===== src/rtl/pp_buffer_pkg.sv =====
package pp_buffer_pkg;
  localparam int BYTE_W = 8;

  typedef struct packed {
    logic startCmd;
    logic shiftBits;
    logic commitGo;
    logic commitStep;
  } ppStrobe_t;
endpackage


===== src/rtl/pp_buffer_ctrl.sv =====
module pp_buffer_ctrl
  import pp_buffer_pkg::*;
(
  input  logic      clk,
  input  logic      rstN,
  input  logic      cmdStart,
  input  logic      bitStrobe,
  input  logic      cmdEnd,
  input  logic      byteSeen,
  input  logic      bitsPending,
  input  logic      lastPtr,
  output ppStrobe_t strb,
  output logic      busy
);
  typedef enum logic [1:0] {S_IDLE, S_COLLECT, S_COMMIT} ppState_e;

  ppState_e state, stateNext;

  always_ff @(posedge clk or negedge rstN) begin
    if (!rstN) state <= S_IDLE;
    else       state <= stateNext;
  end

  always_comb begin
    stateNext = state;
    strb      = '0;
    unique case (state)
      S_IDLE: begin
        if (cmdStart) begin
          strb.startCmd = 1'b1;
          stateNext     = S_COLLECT;
        end
      end
      S_COLLECT: begin
        if (cmdStart) begin
          strb.startCmd = 1'b1;
        end else if (cmdEnd) begin
          if (byteSeen && !bitsPending) begin
            strb.commitGo = 1'b1;
            stateNext     = S_COMMIT;
          end else begin
            stateNext = S_IDLE;
          end
        end else if (bitStrobe) begin
          strb.shiftBits = 1'b1;
        end
      end
      S_COMMIT: begin
        strb.commitStep = 1'b1;
        if (lastPtr) stateNext = S_IDLE;
      end
      default: stateNext = S_IDLE;
    endcase
  end

  assign busy = (state == S_COMMIT);
endmodule


===== src/rtl/pp_buffer_dp.sv =====
module pp_buffer_dp
  import pp_buffer_pkg::*;
#(
  parameter int ADDR_W     = 24,
  parameter int PAGE_BYTES = 256
) (
  input  logic              clk,
  input  logic              rstN,
  input  ppStrobe_t         strb,
  input  logic [ADDR_W-1:0] startAddr,
  input  logic              dualMode,
  input  logic              dqIn0,
  input  logic              dqIn1,
  input  logic [BYTE_W-1:0] arrRdData,
  output logic              byteSeen,
  output logic              bitsPending,
  output logic              lastPtr,
  output logic [ADDR_W-1:0] arrRdAddr,
  output logic              arrWrEn,
  output logic [ADDR_W-1:0] arrWrAddr,
  output logic [BYTE_W-1:0] arrWrData
);
  localparam int OFF_W  = $clog2(PAGE_BYTES);
  localparam int PAGE_W = ADDR_W - OFF_W;
  localparam int CNT_W  = $clog2(BYTE_W) + 1;
  localparam logic [CNT_W-1:0] CNT_FULL = CNT_W'(BYTE_W);
  localparam logic [OFF_W-1:0] PTR_LAST = OFF_W'(PAGE_BYTES - 1);

  logic [PAGE_W-1:0]     pageBase;
  logic [OFF_W-1:0]      offset;
  logic [OFF_W-1:0]      ptr;
  logic [BYTE_W-1:0]     shReg, shNext;
  logic [CNT_W-1:0]      bitCnt, cntNext;
  logic                  dualLatched;
  logic [PAGE_BYTES-1:0] validMask;
  logic [BYTE_W-1:0]     dataBuf [PAGE_BYTES];

  always_comb begin
    if (dualLatched) begin
      shNext  = {shReg[BYTE_W-3:0], dqIn1, dqIn0};
      cntNext = bitCnt + CNT_W'(2);
    end else begin
      shNext  = {shReg[BYTE_W-2:0], dqIn0};
      cntNext = bitCnt + CNT_W'(1);
    end
  end

  always_ff @(posedge clk or negedge rstN) begin
    if (!rstN) begin
      pageBase    <= '0;
      offset      <= '0;
      ptr         <= '0;
      shReg       <= '0;
      bitCnt      <= '0;
      dualLatched <= 1'b0;
      byteSeen    <= 1'b0;
      validMask   <= '0;
    end else begin
      if (strb.startCmd) begin
        pageBase    <= startAddr[ADDR_W-1:OFF_W];
        offset      <= startAddr[OFF_W-1:0];
        shReg       <= '0;
        bitCnt      <= '0;
        dualLatched <= dualMode;
        byteSeen    <= 1'b0;
        validMask   <= '0;
      end
      if (strb.shiftBits) begin
        if (cntNext == CNT_FULL) begin
          validMask[offset] <= 1'b1;
          offset            <= offset + OFF_W'(1);
          bitCnt            <= '0;
          shReg             <= '0;
          byteSeen          <= 1'b1;
        end else begin
          shReg  <= shNext;
          bitCnt <= cntNext;
        end
      end
      if (strb.commitGo)   ptr <= '0;
      if (strb.commitStep) ptr <= ptr + OFF_W'(1);
    end
  end

  always_ff @(posedge clk) begin
    if (strb.shiftBits && (cntNext == CNT_FULL)) dataBuf[offset] <= shNext;
  end

  assign bitsPending = (bitCnt != '0);
  assign lastPtr     = (ptr == PTR_LAST);
  assign arrRdAddr   = {pageBase, ptr};
  assign arrWrAddr   = {pageBase, ptr};
  assign arrWrEn     = strb.commitStep && validMask[ptr];
  assign arrWrData   = arrRdData & dataBuf[ptr];
endmodule


===== src/rtl/pp_buffer.sv =====
module pp_buffer
  import pp_buffer_pkg::*;
#(
  parameter int ADDR_W     = 24,
  parameter int PAGE_BYTES = 256
) (
  input  logic              clk,
  input  logic              rstN,
  input  logic              cmdStart,
  input  logic [ADDR_W-1:0] startAddr,
  input  logic              dualMode,
  input  logic              bitStrobe,
  input  logic              dqIn0,
  input  logic              dqIn1,
  input  logic              cmdEnd,
  output logic              busy,
  output logic [ADDR_W-1:0] arrRdAddr,
  input  logic [BYTE_W-1:0] arrRdData,
  output logic              arrWrEn,
  output logic [ADDR_W-1:0] arrWrAddr,
  output logic [BYTE_W-1:0] arrWrData
);
  ppStrobe_t strb;
  logic      byteSeen, bitsPending, lastPtr;

  pp_buffer_ctrl u_ctrl (
    .clk(clk), .rstN(rstN), .cmdStart(cmdStart), .bitStrobe(bitStrobe),
    .cmdEnd(cmdEnd), .byteSeen(byteSeen), .bitsPending(bitsPending),
    .lastPtr(lastPtr), .strb(strb), .busy(busy)
  );

  pp_buffer_dp #(.ADDR_W(ADDR_W), .PAGE_BYTES(PAGE_BYTES)) u_dp (
    .clk(clk), .rstN(rstN), .strb(strb), .startAddr(startAddr),
    .dualMode(dualMode), .dqIn0(dqIn0), .dqIn1(dqIn1),
    .arrRdData(arrRdData), .byteSeen(byteSeen), .bitsPending(bitsPending),
    .lastPtr(lastPtr), .arrRdAddr(arrRdAddr), .arrWrEn(arrWrEn),
    .arrWrAddr(arrWrAddr), .arrWrData(arrWrData)
  );
endmodule


===== config.mk =====
export PLATFORM = sky130hd
export DESIGN_NAME = pp_buffer
export DESIGN_NICKNAME = d
export VERILOG_FILES = /design/src/rtl/pp_buffer_pkg.sv /design/src/rtl/pp_buffer_ctrl.sv /design/src/rtl/pp_buffer_dp.sv /design/src/rtl/pp_buffer.sv
export SDC_FILE = /design/constraint.sdc
export NUM_CORES = 2
export LEC_CHECK = 0
export BUFFER_PORTS_ARGS = -buffer_cell sky130_fd_sc_hd__buf_2
export CORE_ASPECT_RATIO = 1.1
export CORE_MARGIN = 10
export CORE_UTILIZATION = 35
export CTS_BUF_LIST = sky130_fd_sc_hd__clkbuf_4 sky130_fd_sc_hd__clkbuf_8 sky130_fd_sc_hd__clkbuf_16
export CTS_CLUSTER_SIZE = 14
export DETAILED_ROUTE_END_ITERATION = 16
export SYNTH_ARGS = -nofsm -noshare
export SYNTH_HDL_FRONTEND = slang
export SYNTH_HIERARCHICAL = 1
export SYNTH_SLANG_ARGS = --single-unit

===== constraint.sdc =====
create_clock -name clk -period 4 [get_ports clk]
set_input_delay 0 -clock clk [delete_from_list [all_inputs] [get_ports clk]]
set_output_delay 0 -clock clk [all_outputs]
set_load 0.01 [all_outputs]

==> out/metrics.cfg <==
[power]
clock_power_share_pct=36.6
p_int_uw=42800
power.switching_uw=15100
combinationalPowerShare_pct=17.2
power_uw=58000
power-per-cell-area_mw_per_mm2=520
p_seq_share_pct=46.2
vdd_drop_max_uv=429
p_sw_share_pct=26.1
p_leak_uw=0.0422

[setup_path]
start_kind=register
path_cells=buf_12 > buf_16 > buf_12 > buf_12 > buf_6 > mux4_2 > mux4_2 > a22oi_2 > o2111ai_2 > o21ai_2 > nand2_4 > buf_6
crit_path_max_incr_delay_ns=0.59
crit_type=register to output pin
cp_common_cell=buf_12
cpMaxStageDelayCell=mux4_2
crit_arrival_ns=4.18
worst-path-max-fanout=8
endpoint_kind=output pin
cp.required_ns=4.00

[placement]
dp_cells=8385
gp_congestion=0.841
io_buffer_count=97
dpl.hpwl_um=169000

[synth]
mappedNetlistArea_sq_mm=0.0925
synthFlopType=edfxtp_1
yosysSeqAreaShare_pct=74.7
synth_top_area_share_pct=66.5
async_flop_share_pct=12.9
syn_avg_cell_area_sq_um=20.2
synth.most_common_cell=edfxtp_1
ys_warn_count=6
synth-edff-count=2048
postSynthCellCount=4581
synth_top_cell_by_area=edfxtp_1
synth_cell_type_count=72
syn-num-nets=4629
yosys_register_bits=2351
synth_common_cells=edfxtp_1, mux4_2, nor2_1
synth.area.top_cells=edfxtp_1, mux4_2, dfrtp_1, a21o_1, mux2i_1

[die]
dieWidth_um=510
start_util_pct=35.3
die_y_um=559
core_sq_mm=0.263
io_pins=98
num_rows=197
dieArea_sq_mm=0.285

[detailed_routing]
dr_wl_met2_um=135000
drcViolationCount=0
ant_nets=0
drt-initial-drc-count=5822
vias_per_cell=5.55
wl_met1_um=103000
wl_met3_um=20400
dr.pass1.iters=7
top_layer=met5
wl_um=272000
wire_per_inst_um=30.2
vias=49931

[sta]
fin_crit_ns=4.18
worst_pin_slew_ns=1.27
finalSetupViolCount=6
slew_headroom_pct=15.1
fin_skew_ns=0.0515
finalWorstSetupSlack_ns=-0.176
hold_violations=0
grt_setup_unrepaired=yes
fin_crit_sh_pct=104
fmax_ghz=0.239
drv_slew=0

[clocking]
clkTransAtPathRegs_ns=0.07
numCtsBuffers=222
cts_root_buf=clkbuf_16
cts_tree=yes
clkSinkCount=2351
clock_path_buffers=3
worstSkewPairLatency_ns=0.90
cts_max_level=4

[status]
status=finished with violations
violations=setup timing

[grt]
grt_pass1_vias=50486
grt_usage_pct=18.6
grt-ovfl-total=0
antenna_found_initial=9
grt_max_degree=156
grt_pass1_wl_um=386000

[cells_and_area]
fin_cells=8993
fin_nets=5357
multiInputGateArea_sq_mm=0.0227
postLayoutCoreUtil_pct=42.4
drive_gt1_share_pct=34.6
regArea_sq_mm=0.0691
syn_to_final_growth_pct=20.4
n_fill_cell=22522

[job]
drv_cap=0

[min_path]
hold_class=primary input to register

==> layout make-up <==
class | instances | share of cell area (%)
timing repair buffer | 814 | 6.98
sequential | 2351 | 62.0
multi-input combinational | 1905 | 20.4
inverter | 15 | 0.0809
clock inverter | 132 | 1.05
tap | 3482 | 3.91
clock buffer | 291 | 5.57
antenna | 3 | 0.00674
==> logic make-up (layout without fill, tap and decap cells) <==
kind of cell             count (synthesis)  after routing  share of synthesized area [%]
flip-flops                            2351           2351                           74.7
multiplexers                           757            757                           16.3
AND/OR/NAND/NOR                        584            584                           2.64
AO/OA/AOI/OAI                          553            553                           4.36
buffers and inverters                  325           1252                           1.89
adder cells (fa/ha/maj)                  8              8                          0.108
XOR/XNOR                                 3              3                         0.0284
other                                    0              3                              0
==> what timing repair did <==
| action | in CTS | in global routing |
|---|---|---|
| gates cloned | 24 | 3 |
| gates resized for setup | 191 | 67 |
| hold buffers | 66 | 0 |
| buffers inserted | 67 | 33 |
| hold endpoints to repair | 432 | 0 |
| pin swaps | 32 | 32 |
| endpoints found under the setup margin | 9 | 9 |
==> registers in the layout, summed over array words and instances, names as in the netlist <==
| signal | flops |
|---|---|
| u_dp/dataBuf | 2048 |
| u_dp/validMask | 256 |
| u_dp/pageBase | 16 |
| u_dp/offset | 8 |
| u_dp/ptr | 8 |
| u_dp/shReg | 7 |
| u_dp/bitCnt | 4 |
| u_ctrl/state | 2 |
| u_dp/byteSeen | 1 |
| u_dp/dualLatched | 1 |
==> metrics by stage <==
| stage | setup TNS (ns) | setup slack (ns) | hold WS (ns) | area, sq um |
|---|---|---|---|---|
| final | -0.865 | -0.176 | 0.0835 | 111000 |
| after global routing | -0.882 | -0.181 | 0.115 | 111000 |
| after CTS | -1.16 | -0.195 | 0.0620 | 111000 |
| after detailed placement | 0 | 0.0455 | 0.0984 | 101000 |
| after global placement | -0.0592 | -0.0592 | 0.115 | 101000 |
| after floorplan | 0 | 0.812 | -0.296 | 92500 |
==> layout by cell type (no fill, tap or decap), drive strengths merged, types with 7 or more instances in the layout <==
master	instances
a32o	7
o22ai	16
ha	8
nand3	29
a221oi	22
a32oi	13
mux4	599
o221ai	10
mux2i	130
mux2	28
inv	21
clkinv	104
a21o	257
and3	13
dfrtp	303
bufbuf	9
nor3	15
bufinv	14
o2111ai	7
a21oi	39
a31oi	23
a22oi	41
nor2	318
edfxtp	2048
nor2b	14
o21ai	47
clkinvlp	8
a22o	10
clkbuf	295
nand2	159
o211ai	15
dlygate4sd3	65
buf	736
nand2b	10
==> critical path: cells and delay by family, from the launching register on <==
family | cells | cell delay, ns
multiplexers | 2 | 0.99
buffers and inverters | 6 | 0.87
AO/OA/AOI/OAI | 3 | 0.78
flip-flops | 1 | 0.51
AND/OR/NAND/NOR | 1 | 0.12
==> layer usage <==
metal | GRT usage (%) | vias up
li1 | - | 20193
met1 | 24.0 | 26868
met2 | 30.9 | 2353
met3 | 2.93 | 513
met4 | 8.43 | 4
met5 | 0 | -
==> path summary, 6_finish.rpt <==
| kind | slack [ns] | to | from | depth (start not counted) |
|---|---|---|---|---|
| worst max-delay path | -0.18 | arrWrData[7] | u_dp/ptr[0] | 12 |
| worst min-delay path | 0.08 | u_dp/dataBuf[110][1] | dqIn1 | 2 |
| worst max register to register | 0.34 | u_dp/dataBuf[132][3] | u_dp/bitCnt[1] | 9 |
| worst min register to register | 0.47 | u_dp/validMask[250] | u_dp/validMask[250] | 1 |
| max in group asynchronous | 3.13 | u_dp/validMask[74] | rstN | 4 |
| min in group asynchronous | 0.34 | u_dp/ptr[4] | rstN | 4 |
==> power groups by stage <==
stage               clock, uW  combinational, uW  sequential (uW)
finish                  21200               9970            26700
detailed placement          0               8250            27300
global placement            0               8220            27300
global route            22500              10300            26700
floorplan                   0               4900            27200
CTS                     21600               9740            26700
(Power assumes the default switching activity.)
